==> src/rtl/uart_ctl_pkg.sv <==
package uart_ctl_pkg;

    localparam int CTL_W      = 8;
    localparam int B_TX_EN    = 0;
    localparam int B_RX_EN    = 1;
    localparam int B_TX_INIT  = 2;
    localparam int B_RX_INIT  = 3;
    localparam int B_IRQ_SEL  = 4;
    localparam int B_CTS_SEL  = 5;
    localparam int B_RTS_SEL  = 6;
    localparam int B_ADDR_MD  = 7;

    typedef enum logic [1:0] {
        TX_OFF       = 2'd0,
        TX_WAIT_LOAD = 2'd1,
        TX_RUN       = 2'd2,
        TX_DRAIN     = 2'd3
    } tx_state_t;

    typedef enum logic [1:0] {
        RX_OFF    = 2'd0,
        RX_LISTEN = 2'd1,
        RX_FINISH = 2'd2,
        RX_ABORT  = 2'd3
    } rx_state_t;

endpackage

==> src/rtl/uart_ctl_word.sv <==
module uart_ctl_word
    import uart_ctl_pkg::*;
#(
    parameter int W = CTL_W
) (
    input  logic         clk,
    input  logic         rst_n,
    input  logic         wr_en,
    input  logic [W-1:0] wr_data,
    output logic [W-1:0] ctl_q
);

    logic [W-1:0] next_word;

    always_comb begin
        next_word = ctl_q;
        next_word[B_TX_INIT] = 1'b0;
        next_word[B_RX_INIT] = 1'b0;
        if (wr_en) begin
            next_word = wr_data;
            if (wr_data[B_TX_INIT]) begin
                next_word[B_TX_EN] = 1'b0;
            end
            if (wr_data[B_RX_INIT]) begin
                next_word[B_RX_EN] = 1'b0;
            end
        end
    end

    always_ff @(posedge clk or negedge rst_n) begin
        if (!rst_n) begin
            ctl_q <= '0;
        end else begin
            ctl_q <= next_word;
        end
    end


    tx_init_selfclr_chk: assert property (@(posedge clk) disable iff (!rst_n)
        (ctl_q[B_TX_INIT] && !wr_en) |=> !ctl_q[B_TX_INIT]);


    rx_init_selfclr_chk: assert property (@(posedge clk) disable iff (!rst_n)
        (ctl_q[B_RX_INIT] && !wr_en) |=> !ctl_q[B_RX_INIT]);


    rx_init_clears_en_chk: assert property (@(posedge clk) disable iff (!rst_n)
        ctl_q[B_RX_INIT] |-> !ctl_q[B_RX_EN]);


    tx_init_clears_en_chk: assert property (@(posedge clk) disable iff (!rst_n)
        ctl_q[B_TX_INIT] |-> !ctl_q[B_TX_EN]);

endmodule

==> src/rtl/uart_tx_seq.sv <==
module uart_tx_seq
    import uart_ctl_pkg::*;
(
    input  logic clk,
    input  logic rst_n,
    input  logic tx_en,
    input  logic tx_init,
    input  logic tx_busy,
    input  logic tx_buf_empty,
    output logic tx_go
);

    tx_state_t state_q;
    tx_state_t state_d;
    logic      empty_prev_q;
    logic      loaded_q;
    logic      reload_seen;

    assign reload_seen = empty_prev_q && !tx_buf_empty;

    always_ff @(posedge clk or negedge rst_n) begin
        if (!rst_n) begin
            empty_prev_q <= 1'b1;
            loaded_q     <= 1'b0;
        end else begin
            empty_prev_q <= tx_buf_empty;
            if (tx_init) begin
                loaded_q <= 1'b0;
            end else if (reload_seen) begin
                loaded_q <= 1'b1;
            end
        end
    end

    always_comb begin
        state_d = state_q;
        if (tx_init) begin
            state_d = TX_OFF;
        end else begin
            unique case (state_q)
                TX_OFF: begin
                    if (tx_en && loaded_q) begin
                        state_d = TX_RUN;
                    end else if (tx_en) begin
                        state_d = TX_WAIT_LOAD;
                    end
                end
                TX_WAIT_LOAD: begin
                    if (!tx_en) begin
                        state_d = TX_OFF;
                    end else if (loaded_q) begin
                        state_d = TX_RUN;
                    end
                end
                TX_RUN: begin
                    if (!tx_en && tx_busy) begin
                        state_d = TX_DRAIN;
                    end else if (!tx_en) begin
                        state_d = TX_OFF;
                    end
                end
                TX_DRAIN: begin
                    if (!tx_busy) begin
                        state_d = TX_OFF;
                    end
                end
                default: state_d = TX_OFF;
            endcase
        end
    end

    always_ff @(posedge clk or negedge rst_n) begin
        if (!rst_n) begin
            state_q <= TX_OFF;
        end else begin
            state_q <= state_d;
        end
    end

    always_comb begin
        unique case (state_q)
            TX_RUN, TX_DRAIN: tx_go = 1'b1;
            default:          tx_go = 1'b0;
        endcase
    end


    tx_drain_holds_chk: assert property (@(posedge clk) disable iff (!rst_n)
        (tx_go && tx_busy && !tx_init) |=> tx_go);


    tx_start_needs_en_chk: assert property (@(posedge clk) disable iff (!rst_n)
        $rose(tx_go) |-> $past(tx_en));


    tx_init_stops_chk: assert property (@(posedge clk) disable iff (!rst_n)
        tx_init |=> !tx_go);

endmodule

==> src/rtl/uart_rx_seq.sv <==
module uart_rx_seq
    import uart_ctl_pkg::*;
(
    input  logic clk,
    input  logic rst_n,
    input  logic rx_en,
    input  logic rx_init,
    input  logic rx_busy,
    input  logic rx_abort_ack,
    output logic rx_go,
    output logic rx_abort
);

    rx_state_t state_q;
    rx_state_t state_d;

    always_comb begin
        state_d = state_q;
        if (rx_init) begin
            state_d = rx_busy ? RX_ABORT : RX_OFF;
        end else begin
            unique case (state_q)
                RX_OFF: begin
                    if (rx_en) begin
                        state_d = RX_LISTEN;
                    end
                end
                RX_LISTEN: begin
                    if (!rx_en && rx_busy) begin
                        state_d = RX_FINISH;
                    end else if (!rx_en) begin
                        state_d = RX_OFF;
                    end
                end
                RX_FINISH: begin
                    if (!rx_busy) begin
                        state_d = RX_OFF;
                    end
                end
                RX_ABORT: begin
                    if (rx_abort_ack) begin
                        state_d = RX_OFF;
                    end
                end
                default: state_d = RX_OFF;
            endcase
        end
    end

    always_ff @(posedge clk or negedge rst_n) begin
        if (!rst_n) begin
            state_q <= RX_OFF;
        end else begin
            state_q <= state_d;
        end
    end

    always_comb begin
        rx_go    = 1'b0;
        rx_abort = 1'b0;
        unique case (state_q)
            RX_LISTEN, RX_FINISH: rx_go = 1'b1;
            RX_ABORT:             rx_abort = 1'b1;
            default: begin
                rx_go    = 1'b0;
                rx_abort = 1'b0;
            end
        endcase
    end


    rx_abort_hold_chk: assert property (@(posedge clk) disable iff (!rst_n)
        (rx_abort && !rx_abort_ack) |=> rx_abort);


    rx_abort_excl_chk: assert property (@(posedge clk) disable iff (!rst_n)
        !(rx_go && rx_abort));


    rx_finish_holds_chk: assert property (@(posedge clk) disable iff (!rst_n)
        (rx_go && rx_busy && !rx_init) |=> rx_go);

endmodule

==> src/rtl/uart_tx_irq.sv <==
module uart_tx_irq (
    input  logic clk,
    input  logic rst_n,
    input  logic tx_en,
    input  logic irq_sel,
    input  logic tx_buf_empty,
    input  logic tx_cmpl,
    output logic tx_irq
);

    logic empty_prev_q;
    logic cmpl_prev_q;
    logic empty_rise;
    logic cmpl_rise;
    logic sel_rise;

    assign empty_rise = tx_buf_empty && !empty_prev_q;
    assign cmpl_rise  = tx_cmpl && !cmpl_prev_q;
    assign sel_rise   = irq_sel ? cmpl_rise : empty_rise;

    always_ff @(posedge clk or negedge rst_n) begin
        if (!rst_n) begin
            empty_prev_q <= 1'b1;
            cmpl_prev_q  <= 1'b1;
            tx_irq       <= 1'b0;
        end else begin
            empty_prev_q <= tx_buf_empty;
            cmpl_prev_q  <= tx_cmpl;
            tx_irq       <= tx_en && sel_rise;
        end
    end


    irq_single_pulse_chk: assert property (@(posedge clk) disable iff (!rst_n)
        tx_irq |=> !tx_irq);


    irq_needs_en_chk: assert property (@(posedge clk) disable iff (!rst_n)
        tx_irq |-> $past(tx_en));

endmodule

==> src/rtl/uart_ctl_seq.sv <==
module uart_ctl_seq
    import uart_ctl_pkg::*;
(
    input  logic             clk,
    input  logic             rst_n,
    input  logic             wr_en,
    input  logic [CTL_W-1:0] wr_data,
    output logic [CTL_W-1:0] ctl_rd,
    input  logic             tx_busy,
    input  logic             tx_cmpl,
    input  logic             tx_buf_empty,
    input  logic             rx_busy,
    input  logic             rx_abort_ack,
    output logic             tx_go,
    output logic             rx_go,
    output logic             tx_init,
    output logic             rx_init,
    output logic             rx_abort,
    output logic             tx_irq,
    output logic             cts_sel,
    output logic             rts_sel
);

    logic [CTL_W-1:0] ctl_q;

    uart_ctl_word #(.W(CTL_W)) u_word (
        .clk     (clk),
        .rst_n   (rst_n),
        .wr_en   (wr_en),
        .wr_data (wr_data),
        .ctl_q   (ctl_q)
    );

    uart_tx_seq u_tx (
        .clk          (clk),
        .rst_n        (rst_n),
        .tx_en        (ctl_q[B_TX_EN]),
        .tx_init      (ctl_q[B_TX_INIT]),
        .tx_busy      (tx_busy),
        .tx_buf_empty (tx_buf_empty),
        .tx_go        (tx_go)
    );

    uart_rx_seq u_rx (
        .clk          (clk),
        .rst_n        (rst_n),
        .rx_en        (ctl_q[B_RX_EN]),
        .rx_init      (ctl_q[B_RX_INIT]),
        .rx_busy      (rx_busy),
        .rx_abort_ack (rx_abort_ack),
        .rx_go        (rx_go),
        .rx_abort     (rx_abort)
    );

    uart_tx_irq u_irq (
        .clk          (clk),
        .rst_n        (rst_n),
        .tx_en        (ctl_q[B_TX_EN]),
        .irq_sel      (ctl_q[B_IRQ_SEL]),
        .tx_buf_empty (tx_buf_empty),
        .tx_cmpl      (tx_cmpl),
        .tx_irq       (tx_irq)
    );

    assign ctl_rd  = ctl_q;
    assign tx_init = ctl_q[B_TX_INIT];
    assign rx_init = ctl_q[B_RX_INIT];
    assign cts_sel = ctl_q[B_CTS_SEL];
    assign rts_sel = ctl_q[B_RTS_SEL];


    write_lands_chk: assert property (@(posedge clk) disable iff (!rst_n)
        (wr_en && (wr_data[B_TX_INIT] == 1'b0) && (wr_data[B_RX_INIT] == 1'b0))
        |=> (ctl_rd == $past(wr_data)));

endmodule

==> config.mk <==
export PLATFORM = sky130hd
export DESIGN_NAME = uart_ctl_seq
export DESIGN_NICKNAME = d
export VERILOG_FILES = /design/src/rtl/uart_ctl_pkg.sv /design/src/rtl/uart_ctl_word.sv /design/src/rtl/uart_tx_seq.sv /design/src/rtl/uart_rx_seq.sv /design/src/rtl/uart_tx_irq.sv /design/src/rtl/uart_ctl_seq.sv
export SDC_FILE = /design/constraint.sdc
export NUM_CORES = 1
export LEC_CHECK = 0
export BUFFER_PORTS_ARGS = -buffer_cell sky130_fd_sc_hd__buf_2
export CAP_MARGIN = 10
export CORE_MARGIN = 4
export CORE_UTILIZATION = 35
export DETAILED_ROUTE_END_ITERATION = 8
export HOLD_SLACK_MARGIN = 0.12
export PLACE_DENSITY = 0.76
export SYNTH_ARGS = -nofsm -noshare
export SYNTH_HDL_FRONTEND = slang
export SYNTH_SLANG_ARGS = --single-unit
==> constraint.sdc <==
create_clock -name clk -period 1.17 [get_ports clk]
set_input_delay 0.117 -clock clk [delete_from_list [all_inputs] [get_ports clk]]
set_output_delay 0.117 -clock clk [all_outputs]
set_load 0.01 [all_outputs]
==> reports/metrics.cfg <==
[critical_path]
path_max_fanout=3
critPathTopFamily=compound AO/OA/AOI/OAI gates
path_buf_inv=2
ff2ff_path_depth=6
path_cells=inv_2 > buf_6 > ha_4 > nand2_4 > a311o_2 > o311ai_4
startpoint_type=register
slowest_stage=dfrtp_1
reg2reg_slack_ns=-0.20
crit_type=reg -> reg
reg2reg_to=u_rx.state_q[0]$_DFFE_PN0P_
slowest_delay_ns=0.42
required_ns=1.36
critPathCaptureType=register
r2r_start=u_rx.state_q[0]$_DFFE_PN0P_
crit_arrival_ns=1.56

[clocking]
cts_made_buffers=3
clk_latency_ns=0.29
max-clock-path-buffers=2
cts_num_sinks=16
h-tree-depth=1
cts_root_buffer=clkbuf_4
cts_tree=yes
clkTransAtPathRegs_ns=0.09

[yosys]
synth-adder-area-share_pct=8.130
synth_area_leaders=dfrtp_1 46%, ha_1 8.1%, buf_4 6.8%
ys_seq_area_share_pct=52.36
synth_edf_count=0
ys.flop_type=dfrtp_1
ys_warn_count=0
synth_top_area_share_pct=45.53
yosys.area.top_type=dfrtp_1
synth_top_family_by_area=simple AND/OR/NAND/NOR gates
avgSynthCellArea_sq_um=11.32
netlist_instances=68
yosys.area_share.simple_pct=10.89
synth-compound-area-share_pct=10.57
synth_cell_types=27
synth.net_count=89
yosys_register_bits=16
synthMuxAreaShare_pct=7.154
synth-xor-area-share_pct=0
async_flop_share_pct=100.0
syn_area_sq_um=769.5

[timing]
finalCriticalPeriod_ns=1.370
maxSlewViolCount=0
setup_ws_ns=-0.2003
period_share_pct=117.1
hold_viol_final=0
rsz0062_at_grt=true
max_freq_mhz=729.8
worst_pin_slew_ns=0.3470
setup_viol=4
slew_headroom_pct=76.86
skew_ns=0.003161

[global_routing]
grt_usage_pct=13.65
grt.busiest_layer=met2
antenna_found_initial=0
grtUsageMet2_pct=22.24
grt_pass1_wl_mm=2.870
grt_use_met1_pct=15.25
grt_pass1_vias=662
gr-usage-met3_pct=5.898
grt-ovfl-total=0
grt_max_degree=17

[floorplan]
core_sq_um=2022
start_util_pct=38.06
die-area_sq_um=3013
io-pin-count=32
die_w_microns=54.89
row_count=16
die-height_microns=54.89

[drt]
post-route-drc-count=0
wl_mm=1.899
wire_per_inst_microns=13.56
dr.first_iter.drc_count=5
ant_nets=0
via_per_inst=4.664
vias=653
drt_pass1_iterations=2

[min_path]
holdPathStages=2
hold_path.class=in -> reg
timing.hold.worst.start=wr_en
hold_path_end=u_word.ctl_q[0]$_DFFE_PN0P_

[placed_design]
place.gp.congestion=0.7425
hpwl_mm=1.201
portBuffers=31

[final_layout]
drive_gt1_share_pct=53.98
multi_input_area_sq_um=377.9
fin_util_pct=59.84
seq_area_sq_um=402.9
diodes=0
n_fill_cell=160
fin_nets=135
synthToLayoutAreaGrowth_pct=57.24

[status]
status=finished with violations
violations=setup timing

[pwr]
ir_drop_uv=970.6
p_total_uw=2065
p_per_area_nw_per_um2=1707
leakage_uw=0.0005765

[job]
drv_cap=0

[power breakdown]
part	switching, uW	internal, uW	total, uW	leakage [uW]
combinational	476	600	1080	0.000364
clock	167	133	300	0.0000150
sequential	62.5	626	689	0.000197
[final cells by class]
| type | instances | share of cell area, % |
|---|---|---|
| clock buffer | 4 | 2.172 |
| timing repair buffer | 50 | 28.65 |
| multi-input combinational | 37 | 31.23 |
| sequential | 16 | 33.30 |
| inverter | 6 | 1.861 |
| tap | 27 | 2.792 |
[metal layers]
metal | vias up | routed length, microns
li1 | 322 | -
met1 | 312 | 727
met2 | 17 | 1055
met3 | 2 | 97
met4 | 0 | 19
met5 | - | 0
[synth_stat cells, types with 2 or more instances]
library cell and number:
dfstp_2 2, inv_1 6, mux2_2 4, nand2_1 4, buf_4 7, dfrtp_1 14, and2_1 2, nor2_1 3
nand3b_1 2, ha_1 5, a21oi_1 3
[placed cells by master (no fill, tap or decap), types with 2 or more instances in the layout]
cell            n
mux2_2          4
dlygate4sd3_1  11
clkbuf_4        3
nand3b_1        2
buf_4           4
dfstp_2         2
dfrtp_1        14
and2_1          2
nand2_1         3
ha_4            4
buf_2          30
a21oi_1         3
inv_1           3
buf_6           5
nor2_1          3
inv_2           3
[worst max path at each step]
stage	slack [ns]	cells past startpoint	start	end
after global placement	-0.1	4	u_rx.state_q[0]$_DFFE_PN0P_	u_rx.state_q[0]$_DFFE_PN0P_
after global routing	-0.24	6	u_rx.state_q[0]$_DFFE_PN0P_	u_rx.state_q[0]$_DFFE_PN0P_
after detailed placement	-0.26	5	u_rx.state_q[1]$_DFFE_PN0P_	u_rx.state_q[0]$_DFFE_PN0P_
final	-0.20	6	u_rx.state_q[0]$_DFFE_PN0P_	u_rx.state_q[0]$_DFFE_PN0P_
after CTS	-0.16	5	u_rx.state_q[0]$_DFFE_PN0P_	u_rx.state_q[0]$_DFFE_PN0P_
after floorplan	-0.08	5	u_rx.state_q[1]$_DFFE_PN0P_	u_rx.state_q[0]$_DFFE_PN0P_
[registers in the layout, indices dropped and copies added (netlist names)]
register and cells:
u_irq.tx_irq 1, u_irq.empty_prev_q 1, u_tx.state_q 2, u_word.ctl_q 8, u_irq.cmpl_prev_q 1, u_tx.loaded_q 1, u_rx.state_q 2
[cells by family after synthesis]
group           after synthesis
compound gates               11
fa+ha+maj                     5
buf+inv                      15
flops                        16
mux                           5
simple gates                 16
[stage by stage]
step	setup slack [ns]	hold WS [ns]	cell area, sq um	instances	setup TNS (ns)
2_1_floorplan	-0.07571	-0.1786	769.5	68	-0.1074
3_3_place_gp	-0.09850	0.04017	912.1	119	-0.1601
3_5_place_dp	-0.2600	0.04676	912.1	119	-0.4034
4_1_cts	-0.1617	0.1341	1117	137	-0.5190
5_1_grt	-0.2391	0.1402	1210	140	-0.7760
6_report	-0.2003	0.1459	1210	140	-0.5755
[repair_timing]
item,in CTS,in global routing
endpoints found under the setup margin,4,4
hold endpoints to repair,27,0
buffers inserted,3,3
pin swaps,5,5
hold buffers,11,0
gates resized for setup,12,10
Power figures use the tool's default switching activity.
